<file path="config.mk">
export PLATFORM = sky130hd
export DESIGN_NAME = spi_fifo_master
export DESIGN_NICKNAME = d
export VERILOG_FILES = /design/src/rtl/spi_fifo_pkg.sv /design/src/rtl/spi_byte_fifo.sv /design/src/rtl/spi_baud_gen.sv /design/src/rtl/spi_shift_engine.sv /design/src/rtl/spi_fifo_master.sv
export SDC_FILE = /design/constraint.sdc
export NUM_CORES = 2
export LEC_CHECK = 0
export ABC_AREA = 1
export BUFFER_PORTS_ARGS = -buffer_cell sky130_fd_sc_hd__buf_2
export CORE_MARGIN = 4
export CORE_UTILIZATION = 30
export CTS_CLUSTER_DIAMETER = 200
export DETAILED_ROUTE_END_ITERATION = 10
export PLACE_DENSITY = 0.53
export SLEW_MARGIN = 0
export SYNTH_ARGS = -nofsm -noshare
export SYNTH_HDL_FRONTEND = slang
export SYNTH_HIERARCHICAL = 1
export SYNTH_SLANG_ARGS = --single-unit
</file>
<file path="constraint.sdc">
create_clock -name clk -period 15.4 [get_ports clk]
set_input_delay 3.08 -clock clk [delete_from_list [all_inputs] [get_ports clk]]
set_output_delay 3.08 -clock clk [all_outputs]
set_load 0.005 [all_outputs]
</file>
<file path="src/rtl/spi_fifo_pkg.sv">
package spi_fifo_pkg;

   localparam logic [3:0] ADDR_CFG = 4'h0;
   localparam logic [3:0] ADDR_EN  = 4'h4;
   localparam logic [3:0] ADDR_TX  = 4'h8;
   localparam logic [3:0] ADDR_RX  = 4'hC;

   localparam int CB_MST    = 0;
   localparam int CB_CPOL   = 1;
   localparam int CB_CPHA   = 2;
   localparam int CB_DIV_LO = 3;
   localparam int CB_DEC    = 9;
   localparam int CB_SEL_LO = 10;
   localparam int CB_FORCE  = 14;
   localparam int CB_MAN_EN = 15;
   localparam int CB_MAN_GO = 16;

   typedef struct packed {
      logic       man_en;
      logic       force_ss;
      logic [3:0] sel;
      logic       dec;
      logic [2:0] div;
      logic       cpha;
      logic       cpol;
      logic       mst;
   } cfg_t;

   typedef enum logic {ENG_IDLE, ENG_XFER} eng_state_t;

   localparam cfg_t CFG_RESET = '{man_en: 1'b0, force_ss: 1'b0, sel: 4'hF,
                                  dec: 1'b0, div: 3'd1, cpha: 1'b0,
                                  cpol: 1'b0, mst: 1'b1};

   function automatic cfg_t cfg_unpack(input logic [31:0] w);
      cfg_t c;
      c.mst      = w[CB_MST];
      c.cpol     = w[CB_CPOL];
      c.cpha     = w[CB_CPHA];
      c.div      = w[CB_DIV_LO +: 3];
      c.dec      = w[CB_DEC];
      c.sel      = w[CB_SEL_LO +: 4];
      c.force_ss = w[CB_FORCE];
      c.man_en   = w[CB_MAN_EN];
      return c;
   endfunction

   function automatic logic [31:0] cfg_pack(input cfg_t c);
      logic [31:0] w;
      w                  = '0;
      w[CB_MST]          = c.mst;
      w[CB_CPOL]         = c.cpol;
      w[CB_CPHA]         = c.cpha;
      w[CB_DIV_LO +: 3]  = c.div;
      w[CB_DEC]          = c.dec;
      w[CB_SEL_LO +: 4]  = c.sel;
      w[CB_FORCE]        = c.force_ss;
      w[CB_MAN_EN]       = c.man_en;
      return w;
   endfunction

endpackage

</file>
<file path="src/rtl/spi_byte_fifo.sv">
module spi_byte_fifo #(
   parameter int W     = 8,
   parameter int DEPTH = 128
) (
   input  logic         clk,
   input  logic         rst_n,
   input  logic         push,
   input  logic [W-1:0] wdata,
   input  logic         pop,
   output logic [W-1:0] rdata,
   output logic         full,
   output logic         empty
);
   localparam int AW = $clog2(DEPTH);

   generate
      if ((1 << AW) != DEPTH || DEPTH < 2) begin : g_bad_depth
         $error("spi_byte_fifo: DEPTH must be a power of two of at least 2");
      end
   endgenerate

   logic [W-1:0] mem [DEPTH];
   logic [AW:0]  wr_ptr, rd_ptr, count;
   logic         do_push, do_pop;

   assign count   = wr_ptr - rd_ptr;
   assign full    = (count == (AW+1)'(DEPTH));
   assign empty   = (count == '0);
   assign do_push = push && !full;
   assign do_pop  = pop && !empty;
   assign rdata   = mem[rd_ptr[AW-1:0]];

   always_ff @(posedge clk) begin
      if (do_push) mem[wr_ptr[AW-1:0]] <= wdata;
   end

   always_ff @(posedge clk or negedge rst_n) begin
      if (!rst_n) begin
         wr_ptr <= '0;
         rd_ptr <= '0;
      end else begin
         if (do_push) wr_ptr <= wr_ptr + 1'b1;
         if (do_pop)  rd_ptr <= rd_ptr + 1'b1;
      end
   end

   // occupancy never passes the depth, and a push into a full queue is lost
   p_no_overflow_r7: assert property (@(posedge clk) disable iff (!rst_n)
      count <= (AW+1)'(DEPTH));
   p_drop_when_full_r7: assert property (@(posedge clk) disable iff (!rst_n)
      (push && full && !pop) |=> (count == $past(count)));

endmodule

</file>
<file path="src/rtl/spi_baud_gen.sv">
module spi_baud_gen #(
   parameter int DIV_W = 3
) (
   input  logic             clk,
   input  logic             rst_n,
   input  logic             run,
   input  logic [DIV_W-1:0] div_code,
   output logic             tick
);
   localparam int CNT_W = (1 << DIV_W) - 1;

   generate
      if (DIV_W < 2 || DIV_W > 4) begin : g_bad_div
         $error("spi_baud_gen: DIV_W must lie between 2 and 4");
      end
   endgenerate

   logic [CNT_W-1:0] cnt, lim;
   logic [DIV_W-1:0] code_eff;

   always_comb begin
      code_eff = (div_code == '0) ? DIV_W'(1) : div_code;
      lim      = CNT_W'((32'd1 << code_eff) - 32'd1);
      tick     = run && (cnt == lim);
   end

   always_ff @(posedge clk or negedge rst_n) begin
      if (!rst_n)              cnt <= '0;
      else if (!run || tick)   cnt <= '0;
      else                     cnt <= cnt + 1'b1;
   end

   // a half period is never shorter than two reference cycles
   p_tick_gap_r5: assert property (@(posedge clk) disable iff (!rst_n)
      tick |=> !tick);

endmodule

</file>
<file path="src/rtl/spi_shift_engine.sv">
module spi_shift_engine
   import spi_fifo_pkg::*;
#(
   parameter int W = 8
) (
   input  logic         clk,
   input  logic         rst_n,
   input  logic         active,
   input  logic         go_ok,
   input  logic         cpol,
   input  logic         cpha,
   input  logic         tick,
   input  logic         tx_empty,
   input  logic [W-1:0] tx_data,
   input  logic         rx_full,
   input  logic         miso,
   output logic         tx_pop,
   output logic         rx_push,
   output logic [W-1:0] rx_data,
   output logic         sclk_o,
   output logic         mosi_o,
   output logic         busy
);
   localparam int NEDGE = 2 * W;
   localparam int EW    = $clog2(NEDGE);

   generate
      if (W < 2) begin : g_bad_w
         $error("spi_shift_engine: W must be at least 2");
      end
   endgenerate

   eng_state_t   state;
   logic [EW-1:0] edge_cnt;
   logic [W-1:0]  tx_sh, rx_sh;
   logic          sclk_r, mosi_r;
   logic          start, last, lead;

   assign start   = active && go_ok && (state == ENG_IDLE) && !tx_empty && !rx_full;
   assign tx_pop  = start;
   assign last    = (edge_cnt == EW'(NEDGE - 1));
   assign lead    = !edge_cnt[0];
   assign rx_push = active && (state == ENG_XFER) && tick && last;
   assign rx_data = cpha ? {rx_sh[W-2:0], miso} : rx_sh;
   assign busy    = (state == ENG_XFER);
   assign sclk_o  = sclk_r;
   assign mosi_o  = mosi_r;

   always_ff @(posedge clk or negedge rst_n) begin
      if (!rst_n) begin
         state    <= ENG_IDLE;
         edge_cnt <= '0;
         tx_sh    <= '0;
         rx_sh    <= '0;
         sclk_r   <= 1'b0;
         mosi_r   <= 1'b0;
      end else if (!active) begin
         state    <= ENG_IDLE;
         edge_cnt <= '0;
         sclk_r   <= cpol;
      end else begin
         case (state)
            ENG_IDLE: begin
               sclk_r <= cpol;
               if (start) begin
                  state    <= ENG_XFER;
                  edge_cnt <= '0;
                  if (!cpha) begin
                     mosi_r <= tx_data[W-1];
                     tx_sh  <= {tx_data[W-2:0], 1'b0};
                  end else begin
                     tx_sh  <= tx_data;
                  end
               end
            end
            ENG_XFER: begin
               if (tick) begin
                  sclk_r   <= ~sclk_r;
                  edge_cnt <= edge_cnt + 1'b1;
                  if (lead) begin
                     if (!cpha) begin
                        rx_sh <= {rx_sh[W-2:0], miso};
                     end else begin
                        mosi_r <= tx_sh[W-1];
                        tx_sh  <= {tx_sh[W-2:0], 1'b0};
                     end
                  end else begin
                     if (!cpha) begin
                        if (!last) begin
                           mosi_r <= tx_sh[W-1];
                           tx_sh  <= {tx_sh[W-2:0], 1'b0};
                        end
                     end else begin
                        rx_sh <= {rx_sh[W-2:0], miso};
                     end
                  end
                  if (last) state <= ENG_IDLE;
               end
            end
            default: state <= ENG_IDLE;
         endcase
      end
   end

   // a popped byte always starts a shift, and after the final edge sclk rests at the polarity level
   p_pop_starts_r3: assert property (@(posedge clk) disable iff (!rst_n)
      tx_pop |=> (state == ENG_XFER));
   p_end_at_idle_r3: assert property (@(posedge clk) disable iff (!rst_n)
      rx_push |=> (sclk_r == $past(cpol)));

endmodule

</file>
<file path="src/rtl/spi_fifo_master.sv">
module spi_fifo_master
   import spi_fifo_pkg::*;
#(
   parameter int FIFO_DEPTH = 128,
   parameter int DATA_W     = 8,
   parameter int DIV_W      = 3,
   parameter int SS_W       = 4,
   parameter int ADDR_W     = 4,
   parameter int REG_W      = 32
) (
   input  logic              clk,
   input  logic              rst_n,
   input  logic [ADDR_W-1:0] bus_addr,
   input  logic              bus_wr,
   input  logic [REG_W-1:0]  bus_wdata,
   input  logic              bus_rd,
   output logic [REG_W-1:0]  bus_rdata,
   output logic              sclk,
   output logic              mosi,
   input  logic              miso,
   output logic [SS_W-1:0]   ss_n
);
   generate
      if (DATA_W != 8 || DIV_W != 3 || SS_W != 4 || ADDR_W != 4 || REG_W != 32) begin : g_bad_layout
         $error("spi_fifo_master: register layout fixes DATA_W=8 DIV_W=3 SS_W=4 ADDR_W=4 REG_W=32");
      end
   endgenerate

   cfg_t              cfg_q;
   logic              en_q, go_q;
   logic              cpol_l, cpha_l;
   logic [DIV_W-1:0]  div_l;
   logic              active, go_ok, ss_active;
   logic              wr_cfg, wr_en, tx_push, rx_pop, rd_rx;
   logic              tx_pop, tx_empty, rx_push, rx_full, rx_empty;
   logic [DATA_W-1:0] tx_head, rx_head, rx_in;
   logic              eng_sclk, eng_busy, tick;
   logic              txf_unused;
   logic              unused_wbits;

   assign unused_wbits = ^{bus_wdata[REG_W-1:17], bus_wdata[8:6]};

   assign wr_cfg  = bus_wr && (bus_addr == ADDR_CFG);
   assign wr_en   = bus_wr && (bus_addr == ADDR_EN);
   assign tx_push = bus_wr && (bus_addr == ADDR_TX);
   assign rd_rx   = bus_rd && (bus_addr == ADDR_RX);
   assign rx_pop  = rd_rx && !rx_empty;

   assign active  = en_q && cfg_q.mst;
   assign go_ok   = cfg_q.man_en ? go_q : 1'b1;

   always_ff @(posedge clk or negedge rst_n) begin
      if (!rst_n) begin
         cfg_q <= CFG_RESET;
         en_q  <= 1'b0;
         go_q  <= 1'b0;
      end else begin
         if (wr_cfg) cfg_q <= cfg_unpack(bus_wdata);
         if (wr_en)  en_q  <= bus_wdata[0];
         if (wr_cfg && bus_wdata[CB_MAN_GO])             go_q <= 1'b1;
         else if (!cfg_q.man_en || (!eng_busy && tx_empty)) go_q <= 1'b0;
      end
   end

   // timing fields follow the register only while the core is disabled
   always_ff @(posedge clk or negedge rst_n) begin
      if (!rst_n) begin
         cpol_l <= CFG_RESET.cpol;
         cpha_l <= CFG_RESET.cpha;
         div_l  <= CFG_RESET.div;
      end else if (!active) begin
         cpol_l <= cfg_q.cpol;
         cpha_l <= cfg_q.cpha;
         div_l  <= cfg_q.div;
      end
   end

   always_comb begin
      case (bus_addr)
         ADDR_CFG: bus_rdata = cfg_pack(cfg_q);
         ADDR_EN:  bus_rdata = {{(REG_W-1){1'b0}}, en_q};
         ADDR_RX:  bus_rdata = rx_empty ? '0 : {{(REG_W-DATA_W){1'b0}}, rx_head};
         default:  bus_rdata = '0;
      endcase
   end

   spi_byte_fifo #(.W(DATA_W), .DEPTH(FIFO_DEPTH)) u_tx_fifo (
      .clk   (clk),
      .rst_n (rst_n),
      .push  (tx_push),
      .wdata (bus_wdata[DATA_W-1:0]),
      .pop   (tx_pop),
      .rdata (tx_head),
      .full  (txf_unused),
      .empty (tx_empty)
   );

   spi_byte_fifo #(.W(DATA_W), .DEPTH(FIFO_DEPTH)) u_rx_fifo (
      .clk   (clk),
      .rst_n (rst_n),
      .push  (rx_push),
      .wdata (rx_in),
      .pop   (rx_pop),
      .rdata (rx_head),
      .full  (rx_full),
      .empty (rx_empty)
   );

   spi_baud_gen #(.DIV_W(DIV_W)) u_baud (
      .clk      (clk),
      .rst_n    (rst_n),
      .run      (eng_busy),
      .div_code (div_l),
      .tick     (tick)
   );

   spi_shift_engine #(.W(DATA_W)) u_engine (
      .clk      (clk),
      .rst_n    (rst_n),
      .active   (active),
      .go_ok    (go_ok),
      .cpol     (cpol_l),
      .cpha     (cpha_l),
      .tick     (tick),
      .tx_empty (tx_empty),
      .tx_data  (tx_head),
      .rx_full  (rx_full),
      .miso     (miso),
      .tx_pop   (tx_pop),
      .rx_push  (rx_push),
      .rx_data  (rx_in),
      .sclk_o   (eng_sclk),
      .mosi_o   (mosi),
      .busy     (eng_busy)
   );

   assign sclk      = active ? eng_sclk : cfg_q.cpol;
   assign ss_active = eng_busy || (active && go_ok && !tx_empty);

   generate
      for (genvar i = 0; i < SS_W; i++) begin : g_ss
         assign ss_n[i] = (cfg_q.force_ss || ss_active) ? cfg_q.sel[i] : 1'b1;
      end
   endgenerate

   // the latched timing fields stay put for as long as the core is enabled
   p_frozen_timing_r6: assert property (@(posedge clk) disable iff (!rst_n)
      (active && $past(active)) |-> (cpol_l == $past(cpol_l) && cpha_l == $past(cpha_l)
                                     && div_l == $past(div_l)));
   // without a start permission an idle engine stays idle
   p_manual_hold_r10: assert property (@(posedge clk) disable iff (!rst_n)
      (cfg_q.man_en && !go_q && !eng_busy) |=> !eng_busy);
   // no shifting starts while disabled
   p_idle_when_off_r9: assert property (@(posedge clk) disable iff (!rst_n)
      !active |=> !tx_pop || active);

endmodule

</file>
# --- After elaboration in Yosys (flattened, before gate mapping) ---
# Memories as Yosys holds them, arrays and structs flattened.
# Cells that the tools add are included.
word_totals:
  register_bits: 82
  latchBits: 0
  mem_bits_rw: 2048
  rom_bits: 0
  in_bits: 41
  out_inout_bits: 38
  wordCells: 141
  n_memories: 2
op_classes:
  addsub: 9
  multipliers: 0
  div_mod_pow: 0
  order_cmp: 0
  n_eq_ne: 16
  shifts: 1
  muxes: 47
  n_bitwise: 2
  n_reduce_logical: 40
mem_list:
  columns: ["memory", "depth", "width", "rd", "rd_ports_with_merged_regs", "write_ports", "line_no", "source"]
  rows:
  - ["u_rx_fifo.mem", 128, 8, 1, 0, 1, "spi_byte_fifo.sv:22", "logic [W-1:0] mem [DEPTH];"]
  - ["u_tx_fifo.mem", 128, 8, 1, 0, 1, "spi_byte_fifo.sv:22", null]
ops:
  columns: ["operator", "n"]
  rows:
  - ["two-way mux 8 bit", 11]
  - ["case mux 16 bit (3 select lines)", 1]
  - ["adder 8 x 1 -> 8 bit (second input constant)", 4]
  - ["two-way mux 1 bit", 25]
  - ["logical AND 1 bit", 21]
  - ["equality test 8 bit (second input constant)", 2]
  - ["zero test 8 bit", 2]
  - ["case mux 8 bit (2 select lines)", 1]
  - ["subtractor 8 bit", 2]
  - ["inequality test 3 bit (second input constant)", 5]
  - ["equality test 4 bit (second input constant)", 3]
  - ["two-way mux 4 bit", 3]
  - ["case mux 4 bit (2 select lines)", 1]
  - ["adder 7 x 1 -> 7 bit (second input constant)", 1]
  - ["equality test 7 bit", 1]
  - ["two-way mux 7 bit", 1]
  - ["AND reduction 7 bit", 1]
  - ["left shift 1 x 3 -> 7 bit (first input constant)", 1]
  - ["subtractor 7 x 1 -> 7 bit (second input constant)", 1]
  - ["zero test 1 bit", 6]
  - ["inequality test 2 bit (second input constant)", 3]
  - ["case mux 1 bit (2 select lines)", 3]
  - ["AND reduction 6 bit", 1]
  - ["adder 4 x 1 -> 4 bit (second input constant)", 1]
  - ["10 further kinds", 14]

# --- Depth between registers and ports, before layout ---
logic_depth:
  depth_word: 11
  mapped_depth: 24
  depth_no_buf: 20

# --- Cells and area by module ---
# The synthesis kept the hierarchy.
modules_own_cells:
  columns: ["mod", "n_inst", "cells_per_inst", "area_per_inst_um2", "seq_area_each_um2"]
  rows:
  - ["spi_byte_fifo at u_tx_fifo", 1, 4312, 44830.5, 31149.9]
  - ["spi_byte_fifo at u_rx_fifo", 1, 4317, 44675.3, 31149.9]
  - ["spi_shift_engine", 1, 205, 1488.9, 575.6]
  - ["spi_fifo_master", 1, 175, 1249.9, 509.2]
  - ["spi_baud_gen", 1, 75, 500.5, 175.2]

# --- Worst setup path after synthesis ---
# OpenSTA, ideal clock, no wires.
synth_timing:
  path_kind: "reg2reg"
  startpoint: "register cpha_l"
  endpoint: "memory u_rx_fifo.mem[0][1] (data pin)"
  setup_time_ps: 1207
  t_arrival_ps: 5549
  t_required_ps: 14193
  setup_slack_ps: 8644
  stages_incl_launch_ff: 3
  path_buffers: 1
  period_less_slack_ps: 6756
  cell_sequence: "dfrtp_1 -> buf_6 -> o21ai_0"
synth_via:
  elab_chain_cells: 1
synth_lines:
  columns: ["item", "line_no", "source"]
  rows:
  - ["start: declaration", "spi_fifo_master.sv:31", "logic cpol_l, cpha_l;"]
  - ["start signal: assignment", "spi_fifo_master.sv:69", "cpha_l <= CFG_RESET.cpha;"]
  - ["start signal: assignment", "spi_fifo_master.sv:73", "cpha_l <= cfg_q.cpha;"]
  - ["two-way mux 8 bit", null, null]
  - ["net rx_in[1]", "spi_fifo_master.sv:36", "logic [DATA_W-1:0] tx_head, rx_head, rx_in;"]
  - ["end: declaration", "spi_byte_fifo.sv:22", null]
# The timed path passes the listed nets, and every way through them passes these cells.

# --- Worst setup path after layout ---
layout_timing:
  startpoint: "register u_rx_fifo.rd_ptr[0]"
  endpoint: "output bus_rdata[0]"
layout_via:
  elab_cells_between_ends: 5
  classes_between: "1 x add/sub; 2 x mux; 1 x reduce/logical; 1 x memory"
layout_lines:
  columns: ["item", "line_no", "source"]
  rows:
  - ["start: declaration", "spi_byte_fifo.sv:23", "logic [AW:0] wr_ptr, rd_ptr, count;"]
  - ["start signal: assignment", "spi_byte_fifo.sv:43", "if (do_pop) rd_ptr <= rd_ptr + 1'b1;"]
  - ["memory (128 x 8 bit)", null, null]
  - ["net rx_head[0]", "spi_fifo_master.sv:36", null]
  - ["two-way mux 8 bit", "spi_fifo_master.sv:82", "ADDR_RX: bus_rdata = rx_empty ? '0 : {{(REG_W-DATA_W){1'b0}}, rx_head};"]
  - ["case mux 16 bit (3 select lines)", "spi_fifo_master.sv:79", "case (bus_addr)"]
  - ["end: declaration", "spi_fifo_master.sv:17", "output logic [REG_W-1:0] bus_rdata,"]
# The timed path passes the listed nets, and every way through them passes these cells.

==> flow_metrics.tcl <==
set metrics [dict create \
    status "completed" \
    cellLeakagePower_nw 40.6 \
    hold_class "reg -> reg" \
    final_nets 9015 \
    clock.fmax_ghz 0.111 \
    die_area_mm2 0.318 \
    cp.arrival_ns 5.94 \
    vias 61900 \
    crit_path_start "u_rx_fifo/rd_ptr[0]" \
    dpl_cell_area_mm2 0.0965 \
    seq_area_frac_synth_pct 68.5 \
    fin_crit_sh_pct 58.5 \
    r2r-start "u_rx_fifo/rd_ptr[4]" \
    grt_pass1_wl_um 369000 \
    drc 0 \
    cp-end-kind "output port" \
    fin_crit_ns 9.02 \
    clkTransAtPathRegs_ns 0.06 \
    cts_tree "yes" \
    port_buffers 45 \
    io_pins 79 \
    crit_type "reg -> out" \
    cts_resized 0 \
    synth_cell_type_count 40 \
    dr.pass1.iters 6 \
    ys_ff_latch 2130 \
    cp-endpoint "bus_rdata[0]" \
    drv_cap 0 \
    power_mw 13.8 \
    tns_ns 0 \
    synthCells 9084 \
    cts_max_level 4 \
    antenna_found_initial 1 \
    slew_headroom_pct 18.7 \
    ant_nets 0 \
    grt_max_degree 202 \
    rr_worst_depth 11 \
    viasPerCell 4.68 \
    synthTopCellsByArea "edfxtp_1 66%, nand2_1 11%, nor2_1 5.1%, nand3_1 5.1%, inv_1 3.4%" \
    cellPowerDensity_mw_per_mm2 134 \
    num-fill-cells 30900 \
    gr-total-overflow 0 \
    grtUsageTotal_pct 15.0 \
    final_cells 13200 \
    synth_top_area_share_pct 66.3 \
    num_rows 203 \
    postRouteWirelength_um 246000 \
    yosys_warnings 6 \
    drv_slew 0 \
    numClockSinks 2130 \
    final_area_mm2 0.103 \
    grt_pass1_vias 58800 \
    cts_root_buf "clkbuf_16" \
    cts_buffers 215 \
    hold_start "cfg_q[10]" \
    syn_area_per_cell_um2 10.2 \
    startpoint_type "register" \
    path_max_fanout 188 \
    area_delta_synth_final_pct 11.2 \
    yosys.area.top_type "edfxtp_1" \
    hold_violations 0 \
    die_x_um 564 \
    rsz0062_at_grt "no" \
    r2r-end "u_rx_fifo/mem[46][6]" \
    vdd_drop_max_mv 0.157 \
    drt_iter0_drc 5645 \
    required_ns 12.32 \
    insertion_delay_ns 0.85 \
    setup_violations 0 \
    utilization_pct 33.6 \
    hold_buffers 0 \
    drive_above_1_share_pct 5.31 \
    core_mm2 0.307 \
    placed_cells 12800 \
    fin_worst_skew_ns 0.0307 \
    whs_path_depth 2 \
    post_drt_wl_per_cell_um 18.6 \
    syn_area_mm2 0.0927 \
    reg2reg_slack_ns 8.96 \
    dieHeight_um 564 \
    start_util_pct 30.2 \
    cts_setup_buffers 0 \
    worstMarginPinSlew_ns 1.22 \
    hpwl_um 139000 \
    clockBufferDepth 4 \
    place_congestion 0.881 \
]
worst max-delay path, cell delays in order (launching register included):
cell     delay, ns
dfrtp_4       0.76
inv_8         0.61
buf_12        0.58
buf_4         0.64
nand2_1       0.10
nand2_1       0.08
nand2_1       0.06
nand3_1       0.12
nand3_1       0.14
nand2_1       0.12
nand2_1       0.05
nor2_1        0.34
nor2_1        0.09
nor2_1        0.11
inv_1         0.06
nor2_1        0.50
nand3_1       0.14
nand3_1       0.11
buf_2         0.12
cell usage after synthesis:
| master | count |
|---|---|
| buf_4 | 59 |
| nor2_1 | 1260 |
| inv_2 | 8 |
| inv_1 | 834 |
| clkbuf_1 | 138 |
| edfxtp_1 | 2048 |
| o21ai_2 | 2 |
| nor2_4 | 4 |
| clkinv_1 | 5 |
| nand3_1 | 938 |
| o21a_1 | 3 |
| xnor2_1 | 8 |
| a21oi_2 | 1 |
| nand4_1 | 19 |
| buf_2 | 212 |
| a21oi_1 | 44 |
| or2_2 | 2 |
| buf_1 | 53 |
| nand3_4 | 9 |
| nand3_2 | 1 |
| buf_6 | 22 |
| dfstp_2 | 7 |
| nor3_1 | 13 |
| nand2_4 | 3 |
| nand2_1 | 2834 |
| o21ai_0 | 380 |
| nand2_2 | 5 |
| and3_1 | 3 |
| conb_1 | 2 |
| ha_1 | 21 |
| xor2_1 | 20 |
| dfrtp_1 | 75 |
| nor3b_1 | 2 |
| o21ai_1 | 31 |
| mux2i_1 | 1 |
| nor2_2 | 3 |
| nor4_1 | 3 |
| a31oi_1 | 7 |
| nor3_2 | 3 |
| clkbuf_2 | 1 |
how the worst min path moves through the flow:
stage | end | slack (ns)
global placement | cfg_q[8] | 0.45
floorplan | div_l[2] | 0.44
finish | cfg_q[10] | 0.46
CTS | cfg_q[10] | 0.47
detailed placement | cfg_q[10] | 0.46
global route | cfg_q[9] | 0.48
sequential cells by signal (all words and copies together) (netlist names), 7 cells and up:
| name | cells |
|---|---|
| u_tx_fifo/mem | 1024 |
| u_rx_fifo/rd_ptr | 8 |
| u_engine/rx_sh | 8 |
| cfg_q | 13 |
| u_tx_fifo/rd_ptr | 8 |
| u_engine/tx_sh | 8 |
| u_tx_fifo/wr_ptr | 8 |
| u_baud/cnt | 7 |
| u_rx_fifo/mem | 1024 |
| u_rx_fifo/wr_ptr | 8 |
placed cells by master, fill, tap and decap left out, types with 19 or more instances in the layout:
cell type | netlist | routed
nand3_1 | 938 | 938
xor2_1 | 20 | 20
clkbuf_16 | 0 | 220
ha_1 | 21 | 21
o21ai_0 | 380 | 377
a21oi_1 | 44 | 44
buf_4 | 59 | 79
buf_2 | 212 | 36
o21ai_1 | 31 | 27
clkinv_2 | 0 | 48
clkbuf_1 | 138 | 40
edfxtp_1 | 2048 | 2048
inv_1 | 834 | 830
nor2_1 | 1260 | 1258
nand2_1 | 2834 | 2833
nand4_1 | 19 | 19
dfrtp_1 | 75 | 69
clkinv_1 | 5 | 57
through the flow:
step                      worst slack [ns]  hold slack (ns)
after global routing                  6.15            0.477
final                                 6.38            0.464
after global placement                7.29            0.453
after floorplan                       8.64            0.441
after CTS                             6.39            0.471
after detailed placement              7.31            0.463
kinds of logic after synthesis:
family / after synthesis / synth area share (%)
buffers and inverters: 1332 / 6.10
XOR/XNOR: 28 / 0.264
adder cells (fa/ha/maj): 21 / 0.283
AO/OA/AOI/OAI: 468 / 2.56
multiplexers: 1 / 0.0108
flip-flops: 2130 / 68.5
other: 2 / 0.00810
AND/OR/NAND/NOR: 5102 / 22.3
per-layer routing:
layer	routed length, um	track usage, %	vias to the layer above
met5	14	0	-
met4	6540	3.95	2
met3	13900	2.06	340
met2	116000	24.8	1728
met1	110000	20.8	30300
li1	-	-	29600
power breakdown:
group	leakage (nW)	internal [mW]	total, mW	switching (mW)
registers	21.3	6.35	6.43	0.0804
logic	16.1	0.621	2.35	1.72
clock network	3.27	2.84	5.01	2.17
total	40.6	9.81	13.8	3.98
final cells by class:
class                      instances  area, um^2  share of cell area, %
tap                             4100        5130                   4.97
sequential                      2130       63600                   61.6
antenna                            5        12.5                 0.0121
multi-input combinational       5638       23700                   23.0
clock inverter                   122         913                  0.886
inverter                         847        3210                   3.11
clock buffer                     264        5710                   5.54
timing repair buffer             121         893                  0.866
(Power assumes the default switching activity.)
